===== config.mk =====
export PLATFORM = sky130hd
export DESIGN_NAME = txq_rewind_fifo
export DESIGN_NICKNAME = d
export VERILOG_FILES = /design/src/rtl/txq_pkg.sv /design/src/rtl/txq_store.sv /design/src/rtl/txq_wrctl.sv /design/src/rtl/txq_rdctl.sv /design/src/rtl/txq_rewind_fifo.sv
export SDC_FILE = /design/constraint.sdc
export NUM_CORES = 1
export LEC_CHECK = 0
export BUFFER_PORTS_ARGS = -buffer_cell sky130_fd_sc_hd__buf_2
export CAP_MARGIN = 20
export CORE_MARGIN = 2
export CORE_UTILIZATION = 25
export DETAILED_ROUTE_END_ITERATION = 8
export HOLD_SLACK_MARGIN = 0.15
export SLEW_MARGIN = 20
export SYNTH_ARGS = -nofsm -noshare
export SYNTH_HDL_FRONTEND = slang
export SYNTH_SLANG_ARGS = --single-unit

===== constraint.sdc =====
create_clock -name clk -period 4 [get_ports clk]
set_clock_uncertainty 0.05 [all_clocks]
set_input_delay 0.4 -clock clk [delete_from_list [all_inputs] [get_ports clk]]
set_output_delay 0.4 -clock clk [all_outputs]
set_load 0.05 [all_outputs]

===== src/rtl/txq_pkg.sv =====
package txq_pkg;

  // Frame tracking state of the read side
  typedef enum logic [1:0] {
    FR_IDLE = 2'd0,  // between frames
    FR_HELD = 2'd1,  // inside a frame, start words reserved
    FR_OPEN = 2'd2   // inside a frame, reservation released
  } frame_st_t;

  localparam int TAG_W = 2;  // {sof, eof}

endpackage


===== src/rtl/txq_store.sv =====
module txq_store #(
  parameter int DATA_W = 8,
  parameter int AW     = 4
) (
  input  logic                     clk,
  input  logic                     we,
  input  logic [AW-1:0]            waddr,
  input  logic [DATA_W-1:0]        wdata,
  input  logic [txq_pkg::TAG_W-1:0] wtag,
  input  logic                     re,
  input  logic [AW-1:0]            raddr,
  output logic [DATA_W-1:0]        rdata,
  output logic [txq_pkg::TAG_W-1:0] head_tag
);
  localparam int DEPTH = 1 << AW;

  // Data words: write port plus registered read port, fits block RAM
  logic [DATA_W-1:0] data_mem [DEPTH];
  // Tag bits: small array read without a register so control sees the head
  logic [txq_pkg::TAG_W-1:0] tag_mem [DEPTH];

  always_ff @(posedge clk) begin
    if (we) data_mem[waddr] <= wdata;
    if (re) rdata <= data_mem[raddr];
  end

  always_ff @(posedge clk) begin
    if (we) tag_mem[waddr] <= wtag;
  end

  assign head_tag = tag_mem[raddr];

endmodule


===== src/rtl/txq_wrctl.sv =====
module txq_wrctl #(
  parameter int AW = 4
) (
  input  logic        clk,
  input  logic        rst,
  input  logic        wr_en,
  input  logic [AW:0] free_ptr,
  output logic [AW:0] wr_ptr,
  output logic        wr_accept,
  output logic        full,
  output logic        ovf_pulse
);
  logic [AW:0] wr_ptr_q;
  logic        ovf_q;

  // Full when the write pointer is one lap ahead of the oldest held word
  assign full      = (wr_ptr_q[AW] != free_ptr[AW]) &&
                     (wr_ptr_q[AW-1:0] == free_ptr[AW-1:0]);
  assign wr_accept = wr_en && !full;
  assign wr_ptr    = wr_ptr_q;
  assign ovf_pulse = ovf_q;

  always_ff @(posedge clk) begin
    if (rst) begin
      wr_ptr_q <= '0;
      ovf_q    <= 1'b0;
    end else begin
      ovf_q <= wr_en && full;
      if (wr_accept) wr_ptr_q <= wr_ptr_q + 1'b1;
    end
  end


  drop_when_full_chk: assert property (@(posedge clk) disable iff (rst)
    (wr_en && full) |=> (wr_ptr_q == $past(wr_ptr_q)));


  ovf_follows_drop_chk: assert property (@(posedge clk) disable iff (rst)
    ovf_q |-> $past(wr_en && full));

endmodule


===== src/rtl/txq_rdctl.sv =====
module txq_rdctl
  import txq_pkg::*;
#(
  parameter int AW = 4
) (
  input  logic        clk,
  input  logic        rst,
  input  logic        hold_en,
  input  logic [AW:0] keep_cnt,
  input  logic [AW:0] start_lvl,
  input  logic        rd_en,
  input  logic        rewind,
  input  logic [AW:0] wr_ptr,
  input  logic        head_sof,
  input  logic        head_eof,
  output logic        rd_accept,
  output logic [AW-1:0] rd_addr,
  output logic [AW:0] free_ptr,
  output logic        empty,
  output logic        start_ok,
  output logic        unf_pulse
);
  localparam int LVL_W = AW + 1;

  logic [AW:0]    rd_ptr_q, base_q, live;
  logic [LVL_W-1:0] sent_q, sent_nx;
  frame_st_t      st_q;
  logic           unf_q, do_rewind, arm;

  assign live      = wr_ptr - rd_ptr_q;
  assign empty     = (live == '0);
  assign do_rewind = rewind && (st_q == FR_HELD);
  assign rd_accept = rd_en && !empty && !do_rewind;
  assign rd_addr   = rd_ptr_q[AW-1:0];
  assign free_ptr  = (st_q == FR_HELD) ? base_q : rd_ptr_q;
  assign start_ok  = (st_q != FR_IDLE) || (live >= start_lvl);
  assign unf_pulse = unf_q;
  assign arm       = hold_en && (keep_cnt > LVL_W'(1));
  assign sent_nx   = sent_q + 1'b1;

  always_ff @(posedge clk) begin
    if (rst) begin
      rd_ptr_q <= '0;
      base_q   <= '0;
      st_q     <= FR_IDLE;
      sent_q   <= '0;
      unf_q    <= 1'b0;
    end else begin
      unf_q <= rd_en && empty && !do_rewind && (st_q != FR_IDLE);
      if (do_rewind) begin
        rd_ptr_q <= base_q;
        st_q     <= FR_IDLE;
        sent_q   <= '0;
      end else if (rd_accept) begin
        rd_ptr_q <= rd_ptr_q + 1'b1;
        if (head_sof) begin
          if (head_eof) begin
            st_q <= FR_IDLE;
          end else if (arm) begin
            st_q   <= FR_HELD;
            base_q <= rd_ptr_q;
            sent_q <= LVL_W'(1);
          end else begin
            st_q <= FR_OPEN;
          end
        end else if (st_q != FR_IDLE) begin
          if (head_eof) begin
            st_q <= FR_IDLE;
          end else if (st_q == FR_HELD) begin
            sent_q <= sent_nx;
            if (sent_nx >= keep_cnt) st_q <= FR_OPEN;
          end
        end
      end
    end
  end


  rewind_restores_chk: assert property (@(posedge clk) disable iff (rst)
    (rewind && st_q == FR_HELD) |=> (rd_ptr_q == $past(base_q)));


  rewind_ignored_chk: assert property (@(posedge clk) disable iff (rst)
    (rewind && st_q != FR_HELD && !rd_en) |=> (rd_ptr_q == $past(rd_ptr_q)));


  unf_only_empty_chk: assert property (@(posedge clk) disable iff (rst)
    unf_q |-> $past(empty && rd_en));


  rewind_blocks_read_chk: assert property (@(posedge clk) disable iff (rst)
    (rewind && st_q == FR_HELD) |-> !rd_accept);

endmodule


===== src/rtl/txq_rewind_fifo.sv =====
module txq_rewind_fifo #(
  parameter int DATA_W = 8,
  parameter int ADDR_W = 4
) (
  input  logic              clk,
  input  logic              rst,
  input  logic              cfg_hold_en,
  input  logic [ADDR_W:0]   cfg_keep_cnt,
  input  logic [ADDR_W:0]   cfg_start_lvl,
  input  logic              wr_en,
  input  logic [DATA_W-1:0] wr_data,
  input  logic              wr_sof,
  input  logic              wr_eof,
  output logic              full,
  input  logic              rd_en,
  input  logic              rewind,
  output logic              rd_valid,
  output logic [DATA_W-1:0] rd_data,
  output logic              rd_sof,
  output logic              rd_eof,
  output logic              empty,
  output logic              start_ok,
  output logic              ovf_pulse,
  output logic              unf_pulse
);
  localparam int DEPTH = 1 << ADDR_W;
  localparam int LVL_W = ADDR_W + 1;

  logic [ADDR_W:0]   wr_ptr, free_ptr, occ;
  logic [ADDR_W-1:0] rd_addr;
  logic              wr_accept, rd_accept;
  logic [txq_pkg::TAG_W-1:0] head_tag;
  logic              valid_q, sof_q, eof_q;

  txq_wrctl #(.AW(ADDR_W)) u_wr (
    .clk       (clk),
    .rst       (rst),
    .wr_en     (wr_en),
    .free_ptr  (free_ptr),
    .wr_ptr    (wr_ptr),
    .wr_accept (wr_accept),
    .full      (full),
    .ovf_pulse (ovf_pulse)
  );

  txq_rdctl #(.AW(ADDR_W)) u_rd (
    .clk       (clk),
    .rst       (rst),
    .hold_en   (cfg_hold_en),
    .keep_cnt  (cfg_keep_cnt),
    .start_lvl (cfg_start_lvl),
    .rd_en     (rd_en),
    .rewind    (rewind),
    .wr_ptr    (wr_ptr),
    .head_sof  (head_tag[1]),
    .head_eof  (head_tag[0]),
    .rd_accept (rd_accept),
    .rd_addr   (rd_addr),
    .free_ptr  (free_ptr),
    .empty     (empty),
    .start_ok  (start_ok),
    .unf_pulse (unf_pulse)
  );

  txq_store #(.DATA_W(DATA_W), .AW(ADDR_W)) u_mem (
    .clk      (clk),
    .we       (wr_accept),
    .waddr    (wr_ptr[ADDR_W-1:0]),
    .wdata    (wr_data),
    .wtag     ({wr_sof, wr_eof}),
    .re       (rd_accept),
    .raddr    (rd_addr),
    .rdata    (rd_data),
    .head_tag (head_tag)
  );

  always_ff @(posedge clk) begin
    if (rst) begin
      valid_q <= 1'b0;
      sof_q   <= 1'b0;
      eof_q   <= 1'b0;
    end else begin
      valid_q <= rd_accept;
      if (rd_accept) begin
        sof_q <= head_tag[1];
        eof_q <= head_tag[0];
      end
    end
  end

  assign rd_valid = valid_q;
  assign rd_sof   = sof_q;
  assign rd_eof   = eof_q;
  assign occ      = wr_ptr - free_ptr;


  held_capacity_chk: assert property (@(posedge clk) disable iff (rst)
    occ <= LVL_W'(DEPTH));


  valid_follows_read_chk: assert property (@(posedge clk) disable iff (rst)
    rd_valid |-> $past(rd_en && !empty));

endmodule


Word-level counts from Yosys, hierarchy flattened --
Memory sizes are Yosys's and may differ from the RTL's. A register that Yosys moved wholly into a read port is not among the register bits. Index checks and enable logic that the tools add are counted.
Word-level totals: memories 2, RAM bits 160, input bits 26, output and inout bits 16, register bits 27, word-level logic and storage cells 72
Operators by class: bitwise operators 2, eq/ne operators 6, $lt $le $gt $ge 3, add/sub/neg operators 4, reductions and logical operators 25, muxes and demuxes 20
Memories:
- u_mem.data_mem | depth 16, bits a word 8, rd ports 1, clocked after memory_dff 1, write ports 1, RTL line txq_store.sv:18 | logic [DATA_W-1:0] data_mem [DEPTH];
- u_mem.tag_mem | depth 16, bits a word 2, rd ports 1, clocked after memory_dff 1, write ports 1, RTL line txq_store.sv:20 | logic [txq_pkg::TAG_W-1:0] tag_mem [DEPTH];
Operators with widths (count):
- $mux W5 | 9
- $add A5 B1 Y5 const B | 3
- $mux W2 | 7
- $ge A5 B5 Y1 | 2
- $logic_and A1 B1 Y1 | 10
- $mux W4 | 2
- $reduce_bool A2 Y1 | 4
- $reduce_and A6 Y1 | 1
- $reduce_bool A3 Y1 | 2
- $gt A5 B1 Y1 const B | 1
- $logic_not A5 Y1 | 1
- $reduce_and A5 Y1 | 1
- $sub A5 B5 Y5 | 1
- $eq A4 B4 Y1 | 1
- $ne A2 B2 Y1 const B | 2
- $reduce_and A4 Y1 | 1
- $logic_not A1 Y1 | 3
- $eq A2 B1 Y1 const B | 1
- $mux W1 | 2
- $ne A2 B1 Y1 const B | 1
- $not A1 Y1 | 2
- $reduce_or A2 Y1 | 1
- $logic_or A1 B1 Y1 | 1
- $ne A1 B1 Y1 | 1

Logic depth before layout (Yosys ltp) --
Gate-level depths: netlist of run 1.
word-level depth 9, depth in mapped cells 11, depth with buffers taken out 11

By module --
Synthesis of run 1 repeated with hierarchy kept, for this count alone.
Second synthesis, totals: cells, all modules 501, area, all modules 8315.5 um^2
By module, submodules not included:
- txq_store | seq. area each 5044.8 um^2, instances 1, area an instance 6393.6 um^2, cells an instance 277
- txq_rdctl | seq. area each 360.3 um^2, instances 1, area an instance 1428.9 um^2, cells an instance 174
- txq_wrctl | seq. area each 120.1 um^2, instances 1, area an instance 399.1 um^2, cells an instance 42
- txq_rewind_fifo | seq. area each 60.1 um^2, instances 1, area an instance 93.8 um^2, cells an instance 8

Worst setup path after synthesis of run 1 --
No wires, ideal clock.
path kind reg2reg, from reg u_rd.rd_ptr_q[1], to reg (tool-made name), library setup time 103 ps, data arrival time 3313 ps, required time 3847 ps, clock period less this slack 3466 ps, cell stages (with the launch flop) 11, setup slack 534 ps, path buffers 2, path through dfxtp_1 clkbuf_1 clkbuf_1 inv_1 fa_1 xor2_1 nor3b_1 o21ai_2 nor2_1 o21ai_0 a311oi_1
RTL lines:
- start: declaration | RTL line txq_rdctl.sv:25 | logic [AW:0] rd_ptr_q, base_q, live;
- start signal: assignment | RTL line txq_rdctl.sv:51 | rd_ptr_q <= base_q;
- start signal: assignment | RTL line txq_rdctl.sv:55 | rd_ptr_q <= rd_ptr_q + 1'b1;

Final worst setup path of run 1 --
from reg u_wr.wr_ptr_q[0] (netlist: u_wr.wr_ptr[0]), to out start_ok
On the way: word-level cells in the longest chain between the ends 3
RTL lines:
- start: declaration | RTL line txq_wrctl.sv:13 | logic [AW:0] wr_ptr_q;
- start signal: assignment | RTL line txq_wrctl.sv:29 | if (wr_accept) wr_ptr_q <= wr_ptr_q + 1'b1;
- $sub A5 B5 Y5 | RTL line txq_rdctl.sv:30 | assign live = wr_ptr - rd_ptr_q;
- $ge A5 B5 Y1 | RTL line txq_rdctl.sv:36 | assign start_ok = (st_q != FR_IDLE) || (live >= start_lvl);
- $logic_or A1 B1 Y1 | RTL line txq_rdctl.sv:36
- end: declaration | RTL line txq_rewind_fifo.sv:22 | output logic start_ok,
Every way passes these cells.

==> results of run 1 <==
[area by class of cell]
class	count	area (µm²)	share of cell area
clock buffer	18	429	0.0444
clock inverter	14	139	0.0144
inverter	20	75.1	0.00777
multi-input combinational	243	2550	0.264
sequential	199	5670	0.587
tap	448	561	0.0580
timing repair buffer	45	235	0.0243
[worst reg2reg max path, delay by kind of cell, from the launching register on]
kind                       cells  cell delay [ns]
AOI/OAI and AO/OA              4             0.97
buffers and inverters          3             0.76
adders and majority gates      2             0.62
DFF                            1             0.34
and+or+nand+nor                1             0.24
xor gates and xnor gates       1             0.19
[report_power, final]
| group | internal [mW] | total (mW) | switching (mW) |
|---|---|---|---|
| registers | 2.39 | 2.50 | 0.107 |
| logic | 0.643 | 1.70 | 1.06 |
| clock network | 0.877 | 1.66 | 0.782 |
[Yosys cell counts, types with 6 or more instances]
cell type	count	area share
sky130_fd_sc_hd__mux2i_1	12	0.014
sky130_fd_sc_hd__clkbuf_1	9	0.0040
sky130_fd_sc_hd__nand3_1	12	0.0072
sky130_fd_sc_hd__inv_1	16	0.0072
sky130_fd_sc_hd__dfxtp_1	31	0.074
sky130_fd_sc_hd__edfxtp_1	168	0.60
sky130_fd_sc_hd__o21ai_0	6	0.0036
sky130_fd_sc_hd__ha_1	20	0.030
sky130_fd_sc_hd__a211oi_1	7	0.0063
sky130_fd_sc_hd__a21oi_1	13	0.0078
sky130_fd_sc_hd__nor2_1	24	0.011
sky130_fd_sc_hd__xnor2_1	8	0.0084
sky130_fd_sc_hd__nand2_1	15	0.0067
sky130_fd_sc_hd__and3_1	17	0.013
sky130_fd_sc_hd__mux4_2	49	0.13
[placed cells by master, fill, tap and decap left out, types with 4 or more instances in the layout]
| cell | netlist | final |
|---|---|---|
| sky130_fd_sc_hd__buf_2 | 5 | 41 |
| sky130_fd_sc_hd__xor2_1 | 5 | 5 |
| sky130_fd_sc_hd__nand3_1 | 12 | 12 |
| sky130_fd_sc_hd__inv_1 | 16 | 16 |
| sky130_fd_sc_hd__o21ai_0 | 6 | 6 |
| sky130_fd_sc_hd__nor3_1 | 5 | 5 |
| sky130_fd_sc_hd__and3_1 | 17 | 17 |
| sky130_fd_sc_hd__mux2i_1 | 12 | 12 |
| sky130_fd_sc_hd__a21oi_1 | 13 | 13 |
| sky130_fd_sc_hd__nand2_1 | 15 | 15 |
| sky130_fd_sc_hd__xnor2_1 | 8 | 8 |
| sky130_fd_sc_hd__mux4_2 | 49 | 49 |
| sky130_fd_sc_hd__nand4_1 | 5 | 5 |
| sky130_fd_sc_hd__dfxtp_1 | 31 | 29 |
| sky130_fd_sc_hd__clkbuf_16 | 0 | 17 |
| sky130_fd_sc_hd__nor2_1 | 24 | 24 |
| sky130_fd_sc_hd__a211oi_1 | 7 | 7 |
| sky130_fd_sc_hd__clkinv_2 | 0 | 4 |
| sky130_fd_sc_hd__ha_1 | 20 | 20 |
| sky130_fd_sc_hd__buf_4 | 1 | 4 |
| sky130_fd_sc_hd__edfxtp_1 | 168 | 168 |
[stage by stage]
| stage | instance area (µm²) | cells | hold slack, ns |
|---|---|---|---|
| 3_5_place_dp | 9090 | 955 | 0.416 |
| 6_report | 9660 | 987 | 0.223 |
| 3_3_place_gp | 9090 | 955 | 0.414 |
| 5_1_grt | 9660 | 987 | 0.223 |
| 2_1_floorplan | 8370 | 478 | 0.399 |
| 4_1_cts | 9660 | 987 | 0.212 |
[cell families after synthesis]
kind of cell / count (synthesis)
buf+inv: 36
mux: 66
xor+xnor: 14
fa+ha+maj: 21
flops: 199
compound gates: 47
simple gates: 95
[metal layers]
| metal | up-vias | share of wire |
|---|---|---|
| li1 | 2000 | - |
| met1 | 2289 | 0.44 |
| met2 | 99 | 0.51 |
| met3 | 17 | 0.036 |
| met4 | 0 | 0.014 |
| met5 | - | 0 |
[flip-flops by register name, summed over array words and instances, names as in the netlist, 2 cells and up, named ones only]
register / count
u_mem.data_mem: 128
u_mem.rdata: 8
u_mem.tag_mem: 32
u_rd.base_q: 5
u_rd.rd_ptr_q: 5
u_rd.sent_q: 5
u_rd.st_q: 2
u_wr.wr_ptr: 5
[worst max path at each step]
stage / from / to / depth (start not counted)
after floorplan: u_rd.rd_ptr_q[1] / register / 10
after global placement: u_wr.wr_ptr[0] / u_rd.st_q[1] / 11
after detailed placement: u_wr.wr_ptr[0] / u_rd.st_q[1] / 11
after CTS: u_wr.wr_ptr[0] / start_ok / 10
after global routing: u_wr.wr_ptr[0] / u_rd.st_q[1] / 11
final: u_wr.wr_ptr[0] / start_ok / 10
==> impl.org, run 1 <==
** Route
- Iteration count of the initial detailed-routing pass :: 4
- Total Routed Length :: 18,400 µm
- Wirelength per Cell :: 18.6 µm
- Number of DRC markers in iteration 0 :: 398
- Routed via count divided by cell count :: 4.46
- The detail route stage leaves a number of antenna-violating nets equal to 0.
- Post-route DRC violation count :: 0
- The routed layout has 4,405 vias.

** Setup path
- Kind of cell adding the most delay to the critical path :: adder cells
- Crit Reg-Reg Endpoint :: u_rd.st_q[1]
- Crit-path max FO :: 9
- Delay of the slowest cell on the worst path :: 0.45 ns
- Among all stages on the critical path, the largest delay is contributed by sky130_fd_sc_hd__xor2_2.
- Worst endpoint data arrival time :: 2.82 ns
- Launching point of the worst reg2reg path :: u_wr.wr_ptr[0]
- Worst path bufs/invs :: 2
- The worst setup path is of the register to output port kind.
- Internal reg-to-reg setup slack :: 0.78 ns
- Crit-path most repeated cell :: sky130_fd_sc_hd__ha_1
- Data on the critical path is required at its endpoint by 3.55 ns.
- Traced cell by cell, the critical path runs through inv_1, ha_1, nand2b_1, a21oi_1, xor2_2, ha_1, nor2b_1, o21ai_0, nand2_1, buf_2.
- CP startpoint kind :: register
- The number of cells on the worst reg-to-reg path is 11.
- The worst setup path is captured at an output port.

** Logic synthesis
- Post-synthesis adder-cell area fraction :: 0.0323
- Synthesized instance count :: approximately 480
- Share of synthesized cell area in and, or, nand and nor gates :: 0.0593
- The number of different library cells used by synthesis comes to 54.
- Number of enable-type register cells in the synthesized netlist :: 168
- Synthesis inferred 199 register bits.
- After synthesis, the mean cell area works out to 17.5 µm².
- Portion of the post-synthesis area used by sequential elements :: 0.677
- In this run the cell area of the synthesized design comes to around 8400 µm².
- Post-synthesis async set-or-reset flop share :: 0
- The number of nets handed over by synthesis was 525.
- The most used flip-flop cell after synthesis is sky130_fd_sc_hd__edfxtp_1.
- Of the total synthesized cell area, the portion taken by XOR and XNOR cells is 0.0155.
- Total of warnings raised by yosys :: 0
- The portion of synthesized area spent on multiplexers is 0.154.
- The compound-gate portion of the synthesized area came to 0.0436.
- Main combinational cell family by area after synthesis :: multiplexers

** Global route
- The number of antenna violations at the first check in global routing is 0.
- Vias in the first global route :: between 4,000 and 5,000
- For met1 alone, demand over resource in global routing was 0.138.
- GRT busiest layer :: met2
- The first global-routing pass estimated 27,700 µm of wire.
- The total overflow left after global routing is 0.
- Global routing usage on met2 :: 0.180
- For this run, the total global-route usage over all layers was measured as 0.108.
- In the global route stage, met3 resource usage came out at 0.0221.
- Pin count of the biggest net entering global routing :: 38

** Die
- For this configuration, the core starts out at a cell density of 0.252.
- Die height :: 187 µm
- The die covers 35,000 µm².
- Count of standard-cell rows :: 67
- Io pins :: 42
- The core region is roughly 33,000 µm².
- The die is approximately 190 µm wide.

** STA
- Setup violations remaining at the end of the flow were counted as 0.
- Based on the critical path, the design can be clocked at up to just over 0.3 GHz.
- Max-slew violation count :: 0
- Unrepaired setup endpoints after global routing :: false
- Counting I/O delays and the setup requirement, the final critical path takes 3.27 ns.
- Worst setup slack after layout :: 0.732 ns
- Setup total negative slack on the finished layout was measured at 0 ns.
- Of the available clock period, the critical path in the final layout requires 0.817.
- Relative slew slack :: 0.513
- For the pin with the worst max-slew slack, the measured transition is around 0.73 ns.
- Hold Fails Final Rpt :: 0

** Cells and area
- For this run, the post-layout net count is 573.
- The layout has 3,295 filler cells.
- Relative area change from synthesis to final layout :: 15.4%
- Once layout is complete, the utilization of the core stands at 0.290.
- Total inserted antenna cells :: 0
- Proportion of layout cells with a drive suffix above 1 :: 0.263

** Hold path
- The path with the worst hold slack has its endpoint at u_rd.unf_pulse.
- The startpoint identified for the worst hold timing path is rd_en.
- Cell depth of the worst hold path :: 3
- Class of the tightest hold or removal check :: input pin to register

** Clock network
- Clock tree from TritonCTS :: done
- After clock tree synthesis, the clock-pin slew on the worst setup and hold paths is 0.07 ns.
- Clock sinks :: 199
- Post-CTS Setup Bufs :: 0
- H-Tree Depth :: 4
- Max Buffers Root-to-Sink :: 2
- Number of buffers created by CTS :: 17
- At the later pin of the worst-skew pair, clock insertion delay measures ~0.43 ns.
- Number of gates resized after CTS :: 0
- Buffers inserted to repair hold after CTS numbered 0.
- The root buffer cell chosen for the clock tree is sky130_fd_sc_hd__clkbuf_16.

** Place
- Detail Placement HPWL :: 12,400 µm
- Buffers placed on the I/O ports in this run total just over 40.
- At the end of routability-driven placement, the weighted congestion stood at slightly above 0.8.
- Setup slack after placement :: around 0.82 ns

** Power and ir drop
- The worst-case IR drop observed on VDD is just over 300 µV.
- Total leakage power :: 3.25 nW
- Power after layout :: slightly below 6 mW
- Power spread over the standard cell area amounts to 607 nW/µm².

** Job
- Across the run, the number of max-cap violations was 0.

** Outcome
- Status :: finished, final reports clean
(Power assumes the default switching activity.)
==> run 2: changes to the inputs <==
==> constraint.sdc (replaced) <==
create_clock -name clk -period 3.4 [get_ports clk]
set_clock_uncertainty 0.05 [all_clocks]
set_input_delay 0.34 -clock clk [delete_from_list [all_inputs] [get_ports clk]]
set_output_delay 0.34 -clock clk [all_outputs]
set_load 0.05 [all_outputs]
==> run 2 against run 1 <==
Compared with the run above:
- sequential cell count is the same
- clock power rose by 17%
- worst hold slack worse by 0.044 ns
- design area increased by 0.34%
- register-to-register slack got worse by 0.30 ns
- global-route usage is 0.12 points higher
- critical path depth grew 1
- sequential power is 17% higher
- die area did not move
- first-iteration DRC count shrank 23%
==> impl.org, run 2 (synthesis results as in run 1) <==
** Place
- Including well taps, the total number of placed cells is 959.
- During placement, the flow inserted port buffers numbering 41.
- Detail Placement HPWL :: 12,500 µm
- Routability-driven placement finished with a final weighted congestion of 0.751.

** Route
- For this block, the initial DRC count from the detailed router was 308.
- Total via count in the routed design :: 4,444
- Total Routed Length :: 18,600 µm
- Post-route DRC violation count :: 0
- Dividing the detail-routed wire length by the instance count gives 18.7 µm.
- Routed via count divided by cell count :: 4.48
- Before antenna repair, the detailed router went through 5 iterations.
- Once detail routing completed, the nets flagged for antenna violations numbered 0.

** Hold path
- The worst hold path belongs to the class input pin to register.

** Setup path
- Crit-path max FO :: 6
- The startpoint identified for the worst register-to-register timing path is u_rd.st_q[0].
- First element of the critical path :: u_wr.wr_ptr[0]
- Internal reg-to-reg setup slack :: 0.48 ns
- End point of the critical path :: start_ok
- STA puts the critical path data arrival time at 2.75 ns.
- For the worst setup path, the data required time is around 3 ns.
- Critical Path Sink Type :: output port
- For the worst flop-to-flop path, the logic depth is 7.
- Type of the worst setup path :: register to output port
- The worst setup path is launched from a register.
- Crit Reg-Reg Endpoint :: u_mem.tag_mem[12][1]

** STA
- Adding up every negative setup slack in the final design gives 0 ns.
- The final number of hold-violating endpoints is 0.
- Based on the critical path, the design can be clocked at up to 0.318 GHz.
- Setup violations remaining at the end of the flow were counted as 0.
- Relative slew slack :: 0.492
- The number of max-slew violations in the final report came to 0.
- In the finished design, the share of the clock period the worst path needs comes to 0.925.
- Unrepaired setup endpoints after global routing :: false
- Final critical path time including I/O delays and setup :: about 3.1 ns
- Transition time at the pin with the least slew margin :: 0.761 ns
- Hold is met by 0.179 ns.

** Cells and area
- Relative area change from synthesis to final layout :: 15.8%
- The final layout contains roughly 580 nets.
- Counting flops per register, the top entry is u_mem.data_mem.
- The library cell used most frequently in the layout, excluding fill and tap cells, is sky130_fd_sc_hd__edfxtp_1.
- Max reg flops :: 128
- In the final layout, the share of cells above drive strength 1 is 0.267.
- Leaving out filler cells and counting taps, the final layout contains around 990.
- The largest registers in the layout are u_mem.data_mem (128), u_mem.tag_mem (32), u_mem.rdata (8).
- The repair_antennas step left the layout with diodes totalling 0.
- Commonest cells after routing, fill and taps aside :: 168 x sky130_fd_sc_hd__edfxtp_1, 49 x sky130_fd_sc_hd__mux4_2, 41 x sky130_fd_sc_hd__buf_2

** Clock network
- In this run the deepest clock path goes through 2 buffers.
- The H-tree was split into 4 levels.
- The number of setup buffers added after CTS is 0.
- Clock transition at path regs :: 0.07 ns
- After clock tree synthesis, the flow added hold-fix buffers numbering 0.
- Later-pin clock latency in the skew report :: 0.43 ns
- After clock tree synthesis, the repair step resized 0 gates.
- Cell at the root of the clock tree :: sky130_fd_sc_hd__clkbuf_16
- Number of buffers created by CTS :: 17
- TritonCTS built the clock tree.
- Clock tree synthesis found a total of 199 sinks.

** Die
- Area enclosed by the die boundary :: 35,000 µm²
- Io pins :: 42
- Count of standard-cell rows :: 67
- Measured along the y axis, the die boundary spans 187 µm.
- Chip width :: 187 µm
- The initial utilization of the core area, before any placement, comes to 0.252.
- Total core area :: 33,300 µm²

** Global route
- The number of antenna violations at the first check in global routing is 2.
- The via count of the first global-routing pass is 4,459.
- Entering global routing, the biggest net connects 37 pins.
- In the global route stage, overall resource usage came out at 0.109.
- The first global-routing pass estimated 28,100 µm of wire.
- Summed over all layers, the global routing overflow is 0.

** Power and ir drop
- For this design the ratio of total power to cell area is 715 nW/µm².
- VDD sags by at most 344 µV.
- For this design the static power due to leakage is between 3 and 4 nW.

** Outcome
- Status :: finished, final reports clean

** Job
- Across the run, the number of max-cap violations was 0.
run 2: critical path: stages, from the launching register on:
cell and delay [ns]:
sky130_fd_sc_hd__dfxtp_1 0.34, sky130_fd_sc_hd__inv_1 0.19, sky130_fd_sc_hd__ha_1 0.20, sky130_fd_sc_hd__inv_1 0.05, sky130_fd_sc_hd__fa_1 0.48, sky130_fd_sc_hd__ha_1 0.29
sky130_fd_sc_hd__a21o_1 0.16, sky130_fd_sc_hd__a21oi_1 0.14, sky130_fd_sc_hd__nor2b_1 0.05, sky130_fd_sc_hd__o21ai_0 0.16, sky130_fd_sc_hd__nand2_1 0.06, sky130_fd_sc_hd__buf_2 0.21
run 2: final cells by class:
class / instances / area [µm²]
fill: 3312 / 23600
sequential: 199 / 5670
multi-input combinational: 243 / 2560
tap: 448 / 561
clock buffer: 21 / 440
timing repair buffer: 49 / 265
clock inverter: 11 / 128
inverter: 20 / 75.1
run 2: worst min path at each step:
| stage | to | slack [ns] | from | cells after the start |
|---|---|---|---|---|
| 5_1_grt | u_rd.unf_pulse | 0.18 | rd_en | 3 |
| 2_1_floorplan | u_mem.data_mem[0][0] | 0.39 | wr_data[0] | 0 |
| 4_1_cts | u_rd.unf_pulse | 0.17 | rd_en | 3 |
| 3_3_place_gp | u_rd.sent_q[4] | 0.41 | u_rd.sent_q[4] | 2 |
| 6_report | u_rd.unf_pulse | 0.18 | rd_en | 3 |
| 3_5_place_dp | rd_sof | 0.41 | rd_sof | 2 |
run 2: metal layers:
| layer | share of wire | routed length [µm] | global-route usage | vias to the layer above |
|---|---|---|---|---|
| li1 | - | - | - | 2007 |
| met2 | 0.50 | 9280 | 0.180 | 113 |
| met4 | 0.025 | 458 | 0.0449 | 4 |
| met3 | 0.045 | 842 | 0.0259 | 27 |
| met1 | 0.43 | 7960 | 0.137 | 2293 |
| met5 | 0.0011 | 21 | 0 | - |
run 2: power breakdown:
group,switching [mW],leakage [nW],internal (mW)
sequential,0.120,1.77,2.81
clock,0.908,0.278,1.04
combinational,1.27,1.21,0.782
run 2: through the flow:
step	utilization	power (mW)	area (µm²)	setup WS, ns
6_report	0.291	6.93	9690	0.255
5_1_grt	0.291	7.23	9690	0.0179
4_1_cts	0.291	7.01	9690	0.217
3_5_place_dp	0.274	5.07	9130	0.488
3_3_place_gp	0.274	5.06	9130	0.465
2_1_floorplan	-	4.47	8370	0.162
==> run 3: changes to the inputs <==
==> constraint.sdc (replaced) <==
create_clock -name clk -period 3.8 [get_ports clk]
set_clock_uncertainty 0.05 [all_clocks]
set_input_delay 0.38 -clock clk [delete_from_list [all_inputs] [get_ports clk]]
set_output_delay 0.38 -clock clk [all_outputs]
set_load 0.05 [all_outputs]
==> run 3 against run 2 <==
Compared with the run above:
- first-iteration DRC count increased by 37%
- routed wire length decreased by 0.88%
- die area did not move
- sequential power fell by 10%
- non-clock buffer count down 3
- final cell count is 0.20% lower
- design area about the same
- combinational power fell by 12%
- power is 9.9% lower
==> impl.org, run 3 (synthesis results as in run 1) <==
** Outcome
- Status :: finished, final reports clean

** Clock network
- No sink is reached through more buffers than the 2 on the longest clock path.
- Clock transition at path regs :: around 0.07 ns
- TritonCTS built the clock tree.
- TritonCTS created 17 clock buffers.
- Clock tree synthesis found a total of 199 sinks.
- Hold Buf Count CTS :: 0
- Post-CTS repair changed the size of 0 cells.
- Once the clock tree was built, the setup fixing pass inserted 0 buffers.
- CTS placed an instance of sky130_fd_sc_hd__clkbuf_16 at the clock tree root.
- Clock latency on the worst-skew pair, taken at its later pin, is 0.43 ns.
- The H-tree generated during clock tree synthesis spans 4 levels.

** Die
- Chip width :: 187 µm
- Total core area :: 33,300 µm²
- Die height :: 187 µm
- Io pins :: 42
- Count of standard-cell rows :: 67
- Initial Utilization :: 0.252
- Area enclosed by the die boundary :: about 35,000 µm²

** Power and ir drop
- Maximum ir drop on the vdd rail :: 348 µV
- Summed over all cells, the static leakage comes to 3.26 nW.
- Dividing total power by cell area gives a power density of 644 nW/µm².

** STA
- Final clock period utilization by the worst path :: 0.861
- Headroom to the max-slew limit came out at 0.517.
- Setup violations remaining at the end of the flow were counted as 0.
- For the pin with the worst max-slew slack, the measured transition is 0.725 ns.
- Post-route setup TNS :: 0 ns
- Upper clock frequency limit :: 0.306 GHz
- Unrepaired setup endpoints after global routing :: false
- The final number of hold-violating endpoints was 0.
- The number of max-slew violations in the final report was 0.
- Counting I/O delays and the setup requirement, the final critical path takes 3.27 ns.

** Cells and area
- The area growth from synthesis to layout is 15.8%.
- Reg with most FFs :: u_mem.data_mem
- Commonest cells after routing, fill and taps aside :: 168 x sky130_fd_sc_hd__edfxtp_1, 49 x sky130_fd_sc_hd__mux4_2, 41 x sky130_fd_sc_hd__buf_2
- Once layout is complete, the utilization of the core stands at 0.291.
- At the end of the flow, the number of nets in the layout was 574.
- The register with the most flip-flops in the layout has 128 of them.
- Most common cell after layout, fill and taps aside :: sky130_fd_sc_hd__edfxtp_1
- Proportion of layout cells with a drive suffix above 1 :: 0.267
- The largest registers in the layout are u_mem.data_mem (128), u_mem.tag_mem (32), u_mem.rdata (8).

** Job
- Max-cap violation count :: 0

** Global route
- Leftover overflow at the end of global routing :: 0
- Wire length of the first global-routing pass :: 27,500 µm
- Met3 track utilization from global routing :: 0.0195
- Global router's overall resource usage :: 0.107
- Antenna violations before repair :: 1
- GRT busiest layer :: met2
- Vias in the first global route :: ~4,400
- GR Layer Usage met1 :: 0.133
- Entering global routing, the biggest net connects 37 pins.
- In the global route stage, met2 resource usage came out at 0.183.

** Setup path
- STA classifies the critical path startpoint as a register.
- For the worst flop-to-flop path, the logic depth is 11.
- STA classifies the critical path endpoint as an output port.
- The worst setup path is of the register to output port kind.
- Data required time of the worst path :: 3.37 ns
- Along the worst path, the maximum fanout reaches 9.
- Data arrives at the worst endpoint at 2.84 ns.

** Route
- DRT antenna net count :: 0
- The first TritonRoute pass finished after 5 iterations.
- Across all layers, the routed design uses 4,389 vias.
- In the routed design, unresolved DRC markers number 0.
- The routed design has 18,400 µm of wire.
- Wirelength per Cell :: 18.6 µm
- Number of DRC markers in iteration 0 :: roughly 420
- Routed via count divided by cell count :: between 4 and 5

** Hold path
- Class of the tightest hold or removal check :: input pin to register
- Along the worst hold path, the cell count comes to 3.

** Place
- Detail Placement HPWL :: 12,600 µm
- At the end of routability-driven placement, the weighted congestion stood at 0.777.
- Input and output buffers added on the ports amount to 41.
-- run 3: layout make-up --
class | instances | area (µm²)
flip-flops and latches | 199 | 5670
fillers | 3272 | 23600
inverters | 20 | 75.1
multi-input cells | 243 | 2550
well taps | 448 | 561
clock inverters | 15 | 169
diodes | 1 | 2.50
clock buffers | 17 | 425
repair buffers | 46 | 243
-- run 3: worst max-delay path: stages, from the launching register on --
cell and delay [ns]:
sky130_fd_sc_hd__dfxtp_1 0.39, sky130_fd_sc_hd__inv_1 0.15, sky130_fd_sc_hd__ha_1 0.22, sky130_fd_sc_hd__nand2b_1 0.14, sky130_fd_sc_hd__a21oi_1 0.22, sky130_fd_sc_hd__xor2_2 0.44, sky130_fd_sc_hd__ha_1 0.32, sky130_fd_sc_hd__nor2b_1 0.12
sky130_fd_sc_hd__o21ai_0 0.14, sky130_fd_sc_hd__nand2_1 0.06, sky130_fd_sc_hd__buf_2 0.21
-- run 3: path summary, 6_finish.rpt --
kind | endpoint | start | slack [ns]
setup / recovery | start_ok | u_wr.wr_ptr[0] | 0.53
setup reg to reg | u_rd.st_q[1] | u_wr.wr_ptr[0] | 0.55
hold reg to reg | u_rd.sent_q[4] | u_rd.sent_q[4] | 0.43
hold / removal | u_rd.unf_pulse | rd_en | 0.22
-- run 3: where the power goes --
| part | switching [mW] | total, mW | internal [mW] |
|---|---|---|---|
| Sequential | 0.114 | 2.63 | 2.52 |
| Clock | 0.869 | 1.81 | 0.943 |
| Combinational | 1.12 | 1.80 | 0.679 |
-- run 3: stage by stage --
step	std cells	instance area (µm²)	total power [mW]	hold WS, ns	worst slack [ns]
after CTS	988	9690	6.31	0.199	0.491
after global routing	988	9690	6.51	0.228	0.302
after detailed placement	956	9100	4.51	0.419	0.560
final	989	9700	6.24	0.217	0.528
after floorplan	478	8370	3.99	0.399	0.334
after global placement	956	9100	4.50	0.416	0.654
-- run 3: routing by layer --
layer	vias up	routed length (µm)
met2	119	9330
li1	2002	-
met4	2	371
met3	19	760
met1	2247	7930
met5	-	7
